File: config.mk
export PLATFORM = sky130hd
export DESIGN_NAME = irq_reg_bank
export DESIGN_NICKNAME = d
export VERILOG_FILES = /design/src/rtl/irq_bank_pkg.sv /design/src/rtl/irq_addr_decode.sv /design/src/rtl/irq_src_cell.sv /design/src/rtl/irq_read_port.sv /design/src/rtl/irq_reg_bank.sv
export SDC_FILE = /design/constraint.sdc
export NUM_CORES = 1
export LEC_CHECK = 0
export BUFFER_PORTS_ARGS = -buffer_cell sky130_fd_sc_hd__buf_4
export CORE_MARGIN = 4
export CORE_UTILIZATION = 39
export DETAILED_ROUTE_END_ITERATION = 7
export PLACE_DENSITY = 0.8
export SYNTH_ARGS = -nofsm -noshare
export SYNTH_HDL_FRONTEND = slang
export SYNTH_SLANG_ARGS = --single-unit
File: constraint.sdc
create_clock -name clk -period 3.4 [get_ports clk]
set_input_delay 0.51 -clock clk [delete_from_list [all_inputs] [get_ports clk]]
set_output_delay 0.51 -clock clk [all_outputs]
set_load 0.005 [all_outputs]
File: src/rtl/irq_bank_pkg.sv
package irq_bank_pkg;

  // Word addresses of the mapped registers
  localparam int unsigned WADDR_PEND   = 0;
  localparam int unsigned WADDR_ENABLE = 1;
  localparam int unsigned WADDR_FORCE  = 2;

  typedef enum logic [1:0] {
    SEL_NONE   = 2'd0,
    SEL_PEND   = 2'd1,
    SEL_ENABLE = 2'd2,
    SEL_FORCE  = 2'd3
  } reg_sel_e;

endpackage

File: src/rtl/irq_addr_decode.sv
module irq_addr_decode
  import irq_bank_pkg::*;
#(
  parameter int ADDR_W = 4
) (
  input  logic [ADDR_W-1:0] addr,
  output reg_sel_e          sel
);

  localparam logic [ADDR_W-1:0] A_PEND   = ADDR_W'(WADDR_PEND);
  localparam logic [ADDR_W-1:0] A_ENABLE = ADDR_W'(WADDR_ENABLE);
  localparam logic [ADDR_W-1:0] A_FORCE  = ADDR_W'(WADDR_FORCE);

  always_comb begin
    if (addr == A_PEND)        sel = SEL_PEND;
    else if (addr == A_ENABLE) sel = SEL_ENABLE;
    else if (addr == A_FORCE)  sel = SEL_FORCE;
    else                       sel = SEL_NONE;
  end

endmodule

File: src/rtl/irq_src_cell.sv
// One interrupt source: sticky pending flop, enable flop, registered line.
module irq_src_cell (
  input  logic clk,
  input  logic rst,
  input  logic hw_set,
  input  logic sw_clr,
  input  logic sw_set,
  input  logic en_wr,
  input  logic en_wbit,
  output logic pend_q,
  output logic en_q,
  output logic irq_q
);

  logic pend_d;

  // Hardware set is ORed after the clear term, so it wins a collision
  always_comb begin
    pend_d = (pend_q & ~sw_clr) | sw_set | hw_set;
  end

  always_ff @(posedge clk) begin
    if (rst) begin
      pend_q <= 1'b0;
      en_q   <= 1'b0;
      irq_q  <= 1'b0;
    end else begin
      pend_q <= pend_d;
      if (en_wr) en_q <= en_wbit;
      irq_q  <= pend_q & en_q;
    end
  end

endmodule

File: src/rtl/irq_read_port.sv
module irq_read_port
  import irq_bank_pkg::*;
#(
  parameter int DATA_W  = 32,
  parameter int NUM_SRC = 4
) (
  input  logic               clk,
  input  logic               rst,
  input  logic               rd_en,
  input  reg_sel_e           sel,
  input  logic [NUM_SRC-1:0] pend,
  input  logic [NUM_SRC-1:0] en,
  output logic [DATA_W-1:0]  rdata
);

  logic [DATA_W-1:0] rd_mux;

  always_comb begin
    rd_mux = '0;
    unique case (sel)
      SEL_PEND:   rd_mux[NUM_SRC-1:0] = pend;
      SEL_ENABLE: rd_mux[NUM_SRC-1:0] = en;
      SEL_FORCE:  rd_mux = '0;
      SEL_NONE:   rd_mux = '0;
      default:    rd_mux = '0;
    endcase
  end

  always_ff @(posedge clk) begin
    if (rst)        rdata <= '0;
    else if (rd_en) rdata <= rd_mux;
    else            rdata <= '0;
  end

endmodule

File: src/rtl/irq_reg_bank.sv
module irq_reg_bank
  import irq_bank_pkg::*;
#(
  parameter int DATA_W  = 32,
  parameter int ADDR_W  = 4,
  parameter int NUM_SRC = 4
) (
  input  logic               clk,
  input  logic               rst,
  input  logic               bus_wr_en,
  input  logic               bus_rd_en,
  input  logic [ADDR_W-1:0]  bus_addr,
  input  logic [DATA_W-1:0]  bus_wdata,
  output logic [DATA_W-1:0]  bus_rdata,
  input  logic [NUM_SRC-1:0] hw_event,
  output logic [NUM_SRC-1:0] irq_out
);

  localparam int SPARE_W = DATA_W - NUM_SRC;

  reg_sel_e           sel;
  logic               wr_pend;
  logic               wr_enable;
  logic               wr_force;
  logic [NUM_SRC-1:0] wbits;
  logic [NUM_SRC-1:0] pend_vec;
  logic [NUM_SRC-1:0] en_vec;
  logic               wdata_unused;

  assign wbits        = bus_wdata[NUM_SRC-1:0];
  assign wdata_unused = ^bus_wdata[DATA_W-1:DATA_W-SPARE_W];

  irq_addr_decode #(.ADDR_W(ADDR_W)) i_dec (
    .addr (bus_addr),
    .sel  (sel)
  );

  assign wr_pend   = bus_wr_en && (sel == SEL_PEND);
  assign wr_enable = bus_wr_en && (sel == SEL_ENABLE);
  assign wr_force  = bus_wr_en && (sel == SEL_FORCE);

  for (genvar g = 0; g < NUM_SRC; g++) begin : g_src
    irq_src_cell i_cell (
      .clk     (clk),
      .rst     (rst),
      .hw_set  (hw_event[g]),
      .sw_clr  (wr_pend & wbits[g]),
      .sw_set  (wr_force & wbits[g]),
      .en_wr   (wr_enable),
      .en_wbit (wbits[g]),
      .pend_q  (pend_vec[g]),
      .en_q    (en_vec[g]),
      .irq_q   (irq_out[g])
    );
  end

  irq_read_port #(.DATA_W(DATA_W), .NUM_SRC(NUM_SRC)) i_rd (
    .clk   (clk),
    .rst   (rst),
    .rd_en (bus_rd_en),
    .sel   (sel),
    .pend  (pend_vec),
    .en    (en_vec),
    .rdata (bus_rdata)
  );

endmodule

Yosys cells after proc, flatten, opt, wreduce, memory -nomap -nowiden --
Index checks and enable logic that the tools add are counted. W data, S select, Z words.
Cells by class: equal/unequal tests 5, muxes and demuxes 4, reduce and logical (&&, ||, !) cells 7, bitwise gates (word level) 29
Operators with widths (number):
- $and A1 B1 Y1 | 16
- $pmux W4 S3 | 1
- $or A1 B1 Y1 | 8
- $mux W2 | 3
- $not A1 Y1 | 5
- $eq A2 B2 Y1 const B | 2
- $eq A4 B1 Y1 const B | 1
- $eq A4 B2 Y1 const B | 1
- $logic_not A4 Y1 | 1
- $reduce_or A2 Y1 | 2
- $logic_and A1 B1 Y1 | 3
- $eq A2 B1 Y1 const B | 1
- $logic_not A2 Y1 | 1
Word-level totals: output and inout bits 36, bits in registers 44, word-level logic and storage cells 59, input port bits 44

Longest topological paths before layout --
word-level depth 11, gate-level depth with buffers 4, gate-level depth less buffers 3

Cells and area by module --
A second synthesis with hierarchy kept.
Unflattened totals: cells, all modules 98, area, all modules 874.6 um^2
By module, submodules not included:
- irq_src_cell | times used 4, area each 96.3 um^2, cells each 10, seq. area each 60.1 um^2
- irq_read_port | times used 1, area each 380.4 um^2, cells each 46, seq. area each 80.1 um^2
- irq_reg_bank | times used 1, area each 85.1 um^2, cells each 9, seq. area each 0.0 um^2
- irq_addr_decode | times used 1, area each 23.8 um^2, cells each 3, seq. area each 0.0 um^2

Least setup slack after synthesis --
Ideal clock, no wire load.
path kind input port to flip-flop, start input bus_addr[0], end register g_src[0].i_cell.pend_q, library setup time 0.131 ns, buffers on the path 1, data arrival time 1.352 ns, setup slack 1.918 ns, stages 4, required time 3.269 ns, cell sequence buf_6 or4b_4 o21ai_1 a21oi_1
On the way: cells in the longest elaborated chain, start to end 11, elaborated cells on any way between the ends 16, classes of those cells 4 x eq/ne; 3 x mux; 6 x bitwise; 3 x reduce/logical
Ends and longest elaborated chain:
- from (decl) | RTL line irq_reg_bank.sv:12 | input logic [ADDR_W-1:0] bus_addr,
- $eq A4 B2 Y1 | RTL line irq_addr_decode.sv:17 | else if (addr == A_FORCE) sel = SEL_FORCE;
- $mux W2 | RTL line irq_addr_decode.sv:17
- $mux W2 | RTL line irq_addr_decode.sv:16 | else if (addr == A_ENABLE) sel = SEL_ENABLE;
- $mux W2 * | RTL line irq_addr_decode.sv:15 | if (addr == A_PEND) sel = SEL_PEND;
- $eq A2 B1 Y1 | RTL line irq_reg_bank.sv:38 | assign wr_pend = bus_wr_en && (sel == SEL_PEND);
- $logic_and A1 B1 Y1 | RTL line irq_reg_bank.sv:38
- $and A1 B1 Y1 | RTL line irq_reg_bank.sv:47 | .sw_clr (wr_pend & wbits[g]),
- $not A1 Y1 | RTL line irq_src_cell.sv:19 | pend_d = (pend_q & ~sw_clr) | sw_set | hw_set;
- $and A1 B1 Y1 | RTL line irq_src_cell.sv:19
- $or A1 B1 Y1 * (2 in series) | RTL line irq_src_cell.sv:19
- to (signal assigned) | RTL line irq_src_cell.sv:28 | pend_q <= pend_d;
- to (decl) | RTL line irq_src_cell.sv:10 | output logic pend_q,
Every way passes the cells marked *; elsewhere a longest branch is shown, timed or not. A chain may end at the register's enable or synchronous reset.

Final worst setup path --
start input bus_addr[0], end register g_src[3].i_cell.pend_q
On the way: cells in the longest elaborated chain, start to end 11, elaborated cells on any way between the ends 16, classes of those cells 4 x eq/ne; 3 x mux; 6 x bitwise; 3 x reduce/logical
Ends and longest elaborated chain (RTL line):
- $eq A4 B2 Y1 | irq_addr_decode.sv:17
- $mux W2 | irq_addr_decode.sv:17
- $mux W2 | irq_addr_decode.sv:16
- $mux W2 * | irq_addr_decode.sv:15
- $eq A2 B1 Y1 | irq_reg_bank.sv:38
- $logic_and A1 B1 Y1 | irq_reg_bank.sv:38
- $and A1 B1 Y1 | irq_reg_bank.sv:47
- $not A1 Y1 | irq_src_cell.sv:19
- $and A1 B1 Y1 | irq_src_cell.sv:19
- $or A1 B1 Y1 * (2 in series) | irq_src_cell.sv:19
- to (signal assigned) | irq_src_cell.sv:28
- to (decl) | irq_src_cell.sv:10
Marked as above.

==> impl_metrics.toml <==
[synthesis]
syn_area_per_cell_um2 = 8.78
synth_seq_area_share_pct = 36.1
ys_warn_count = 0
synth-async-reset-ratio_pct = 0
synth-seq-cells = 16
synthesis.area_um2 = 887
synth.distinct_cells = 19
yosys_most_used_dff = "dfxtp_1"
synth_edf_count = 0
synth_cells = 101

[sta]
final-setup-viol-count = 0
slew_viol_final = 0
final_hold_viol_count = 0
fin_tns_setup_ns = 0
clock_skew_ns = 0.000626
rsz0062_at_grt = "no"
period_share_pct = 37.4
fin_crit_ns = 1.27
fmax_mhz = 786

[worst_setup_path]
crit_path_top_delay_cell = "or4b_4"
crit_path_cell_trace = "buf_4 -> or4b_4 -> o21ai_1 -> a21oi_1"
end_kind = "flop"
worst-path-max-fanout = 7
max_stage_delay_ns = 0.57
r2r-start = "g_src[1].i_cell.pend_q"
arrival_ns = 1.45
timing.critical_path.from = "bus_addr[0]"
cp.required_ns = 3.58
critPathTopFamily = "simple AND/OR/NAND/NOR gates"
start_kind = "input port"
crit_buf_inv = 1
criticalPathCategory = "in -> reg"

[routing]
drt.antenna.violating_nets = 0
drtPass1Iterations = 4
wl_mm = 1.48
vias = 610
drt_iter0_markers = 7
drc = 0
drt-wirelength-per-cell_um = 9.97
viasPerCell = 4.12

[floorplan]
die_height_um = 55.7
io_pins = 80
start_util_pct = 40.5
die_x_um = 55.7
coreArea_um2 = 2190
die-area_um2 = 3100
rows = 17

[status]
outcome = "completed"

[grt]
grt_usage_pct = 9.57
grt_overflow = 0
grt_pass1_wl_mm = 2.36
antenna_found_initial = 0
grt_pass1_vias = 538
grt_max_degree = 18

[hold_path]
hold_start = "g_src[3].i_cell.en_q"
hold_class = "reg -> reg"

[layout]
fin_area_um2 = 972
drive_gt1_share_pct = 24.2
area_growth_pct = 9.59
multi_input_area_um2 = 393
instances_no_fill = 148
fillers = 230
ff_latch_area_um2 = 320
insertedDiodeCount = 0
final_core_util_pct = 44.4
layout.nets = 165

[placed_design]
place.gp.congestion = 0.698
placedCellCount = 144
dpl_cell_area_um2 = 936
dp_hpwl_mm = 1.27
port_buffers = 23

[cts]
cts.htree.levels = 1
cts_hold_buf = 0
cts_root_buffer = "clkbuf_4"
path_clk_slew_ns = 0.09
clkSinkCount = 16
cts_tree = "done"
cts_made_buffers = 3
cts.path.max_buffers = 2
clock_latency_ns = 0.28
cts_resized = 0
post_cts_buffers = 0

[pwr]
finalPower_mw = 0.363
switching_share_pct = 23.4
peakVddDrop_uv = 135
cellPowerDensity_nw_per_um2 = 373
pwr-share-seq_pct = 53.8
switchingPower_mw = 0.0849
p_int_mw = 0.278
p_comb_share_pct = 12.1
leakage_nw = 0.466
clkPwrFrac_pct = 34.1

[job]
maxCapViolCount = 0
==> power by group through the flow <==
| stage | Sequential, mW | Combinational (mW) | Clock [mW] |
|---|---|---|---|
| final | 0.195 | 0.0438 | 0.124 |
| after global routing | 0.196 | 0.0491 | 0.133 |
| after CTS | 0.195 | 0.0434 | 0.127 |
| after detailed placement | 0.199 | 0.0434 | 0 |
| after global placement | 0.199 | 0.0420 | 0 |
| after floorplan | 0.198 | 0.0480 | 0 |
==> kinds of logic (layout without fill, tap and decap cells) <==
family                 Yosys count  after routing  share of synthesized area (%)
and+or+nand+nor                 25             25                           16.1
muxes                            8              8                           9.03
buffers and inverters           39             31                           31.0
DFF                             16             16                           36.1
other                            1             28                          0.423
AOI/OAI and AO/OA               12             12                           7.33
==> worst min-delay path, stage by stage, from the launching register on <==
cell     delay, ns
dfxtp_1       0.33
nand2_1       0.06
nor2_1        0.03
==> cells in the final DEF (no fill, tap or decap) <==
cell type	count
o21ai_1	4
nand2_1	4
nand3b_1	1
clkbuf_4	3
conb_1	28
buf_4	23
nor4b_2	1
a31oi_1	4
a21oi_1	4
or4b_4	1
inv_1	4
and3_1	1
nor2_1	8
clkbuf_8	1
dfxtp_1	16
nand2b_1	8
mux2i_1	8
nor3_1	1
==> sequential cells by signal, indices dropped and copies added, names as in the netlist <==
| signal | flops |
|---|---|
| g_src.i_cell.pend_q | 4 |
| g_src.i_cell.irq_q | 4 |
| i_rd.rdata | 4 |
| g_src.i_cell.en_q | 4 |
==> path summary, 6_finish.rpt <==
| path | endpoint | slack, ns | cells after the start |
|---|---|---|---|
| max reg2reg | g_src[1].i_cell.pend_q | 2.74 | 2 |
| min reg2reg | g_src[3].i_cell.irq_q | 0.45 | 2 |
| min | g_src[3].i_cell.irq_q | 0.45 | 2 |
| max | g_src[3].i_cell.pend_q | 2.13 | 4 |
==> cells in the mapped netlist, drive strengths merged, types with 4 or more instances <==
| library cell | number | area [um2] |
|---|---|---|
| nand2 | 4 | 15.0 |
| dfxtp | 16 | 320 |
| o21ai | 4 | 20.0 |
| buf | 34 | 256 |
| a21oi | 4 | 20.0 |
| nand2b | 8 | 50.1 |
| a31oi | 4 | 25.0 |
| nor2 | 8 | 30.0 |
| mux2i | 8 | 80.1 |
| inv | 4 | 15.0 |
==> metrics by stage <==
step | hold WS, ns | setup WS, ns
2_1_floorplan | 0.423 | 1.92
3_3_place_gp | 0.434 | 1.85
3_5_place_dp | 0.439 | 1.81
4_1_cts | 0.452 | 2.12
5_1_grt | 0.478 | 2.07
6_report | 0.452 | 2.13
==> final cells by class <==
cell class	instances	share of cell area, %
clock buffers	4	3.73
inverters	4	1.54
multi-input cells	73	40.4
flip-flops and latches	16	32.9
well taps	28	3.60
repair buffers	23	17.8
==> layer usage <==
metal | vias to the layer above | global-route usage (%) | share of wire, %
li1 | 308 | - | -
met1 | 269 | 9.82 | 36
met2 | 30 | 16.7 | 51
met3 | 3 | 3.48 | 10
met4 | 0 | 5.21 | 1.8
met5 | - | 0 | 0
No activity file was read; power rests on OpenSTA's default activity.
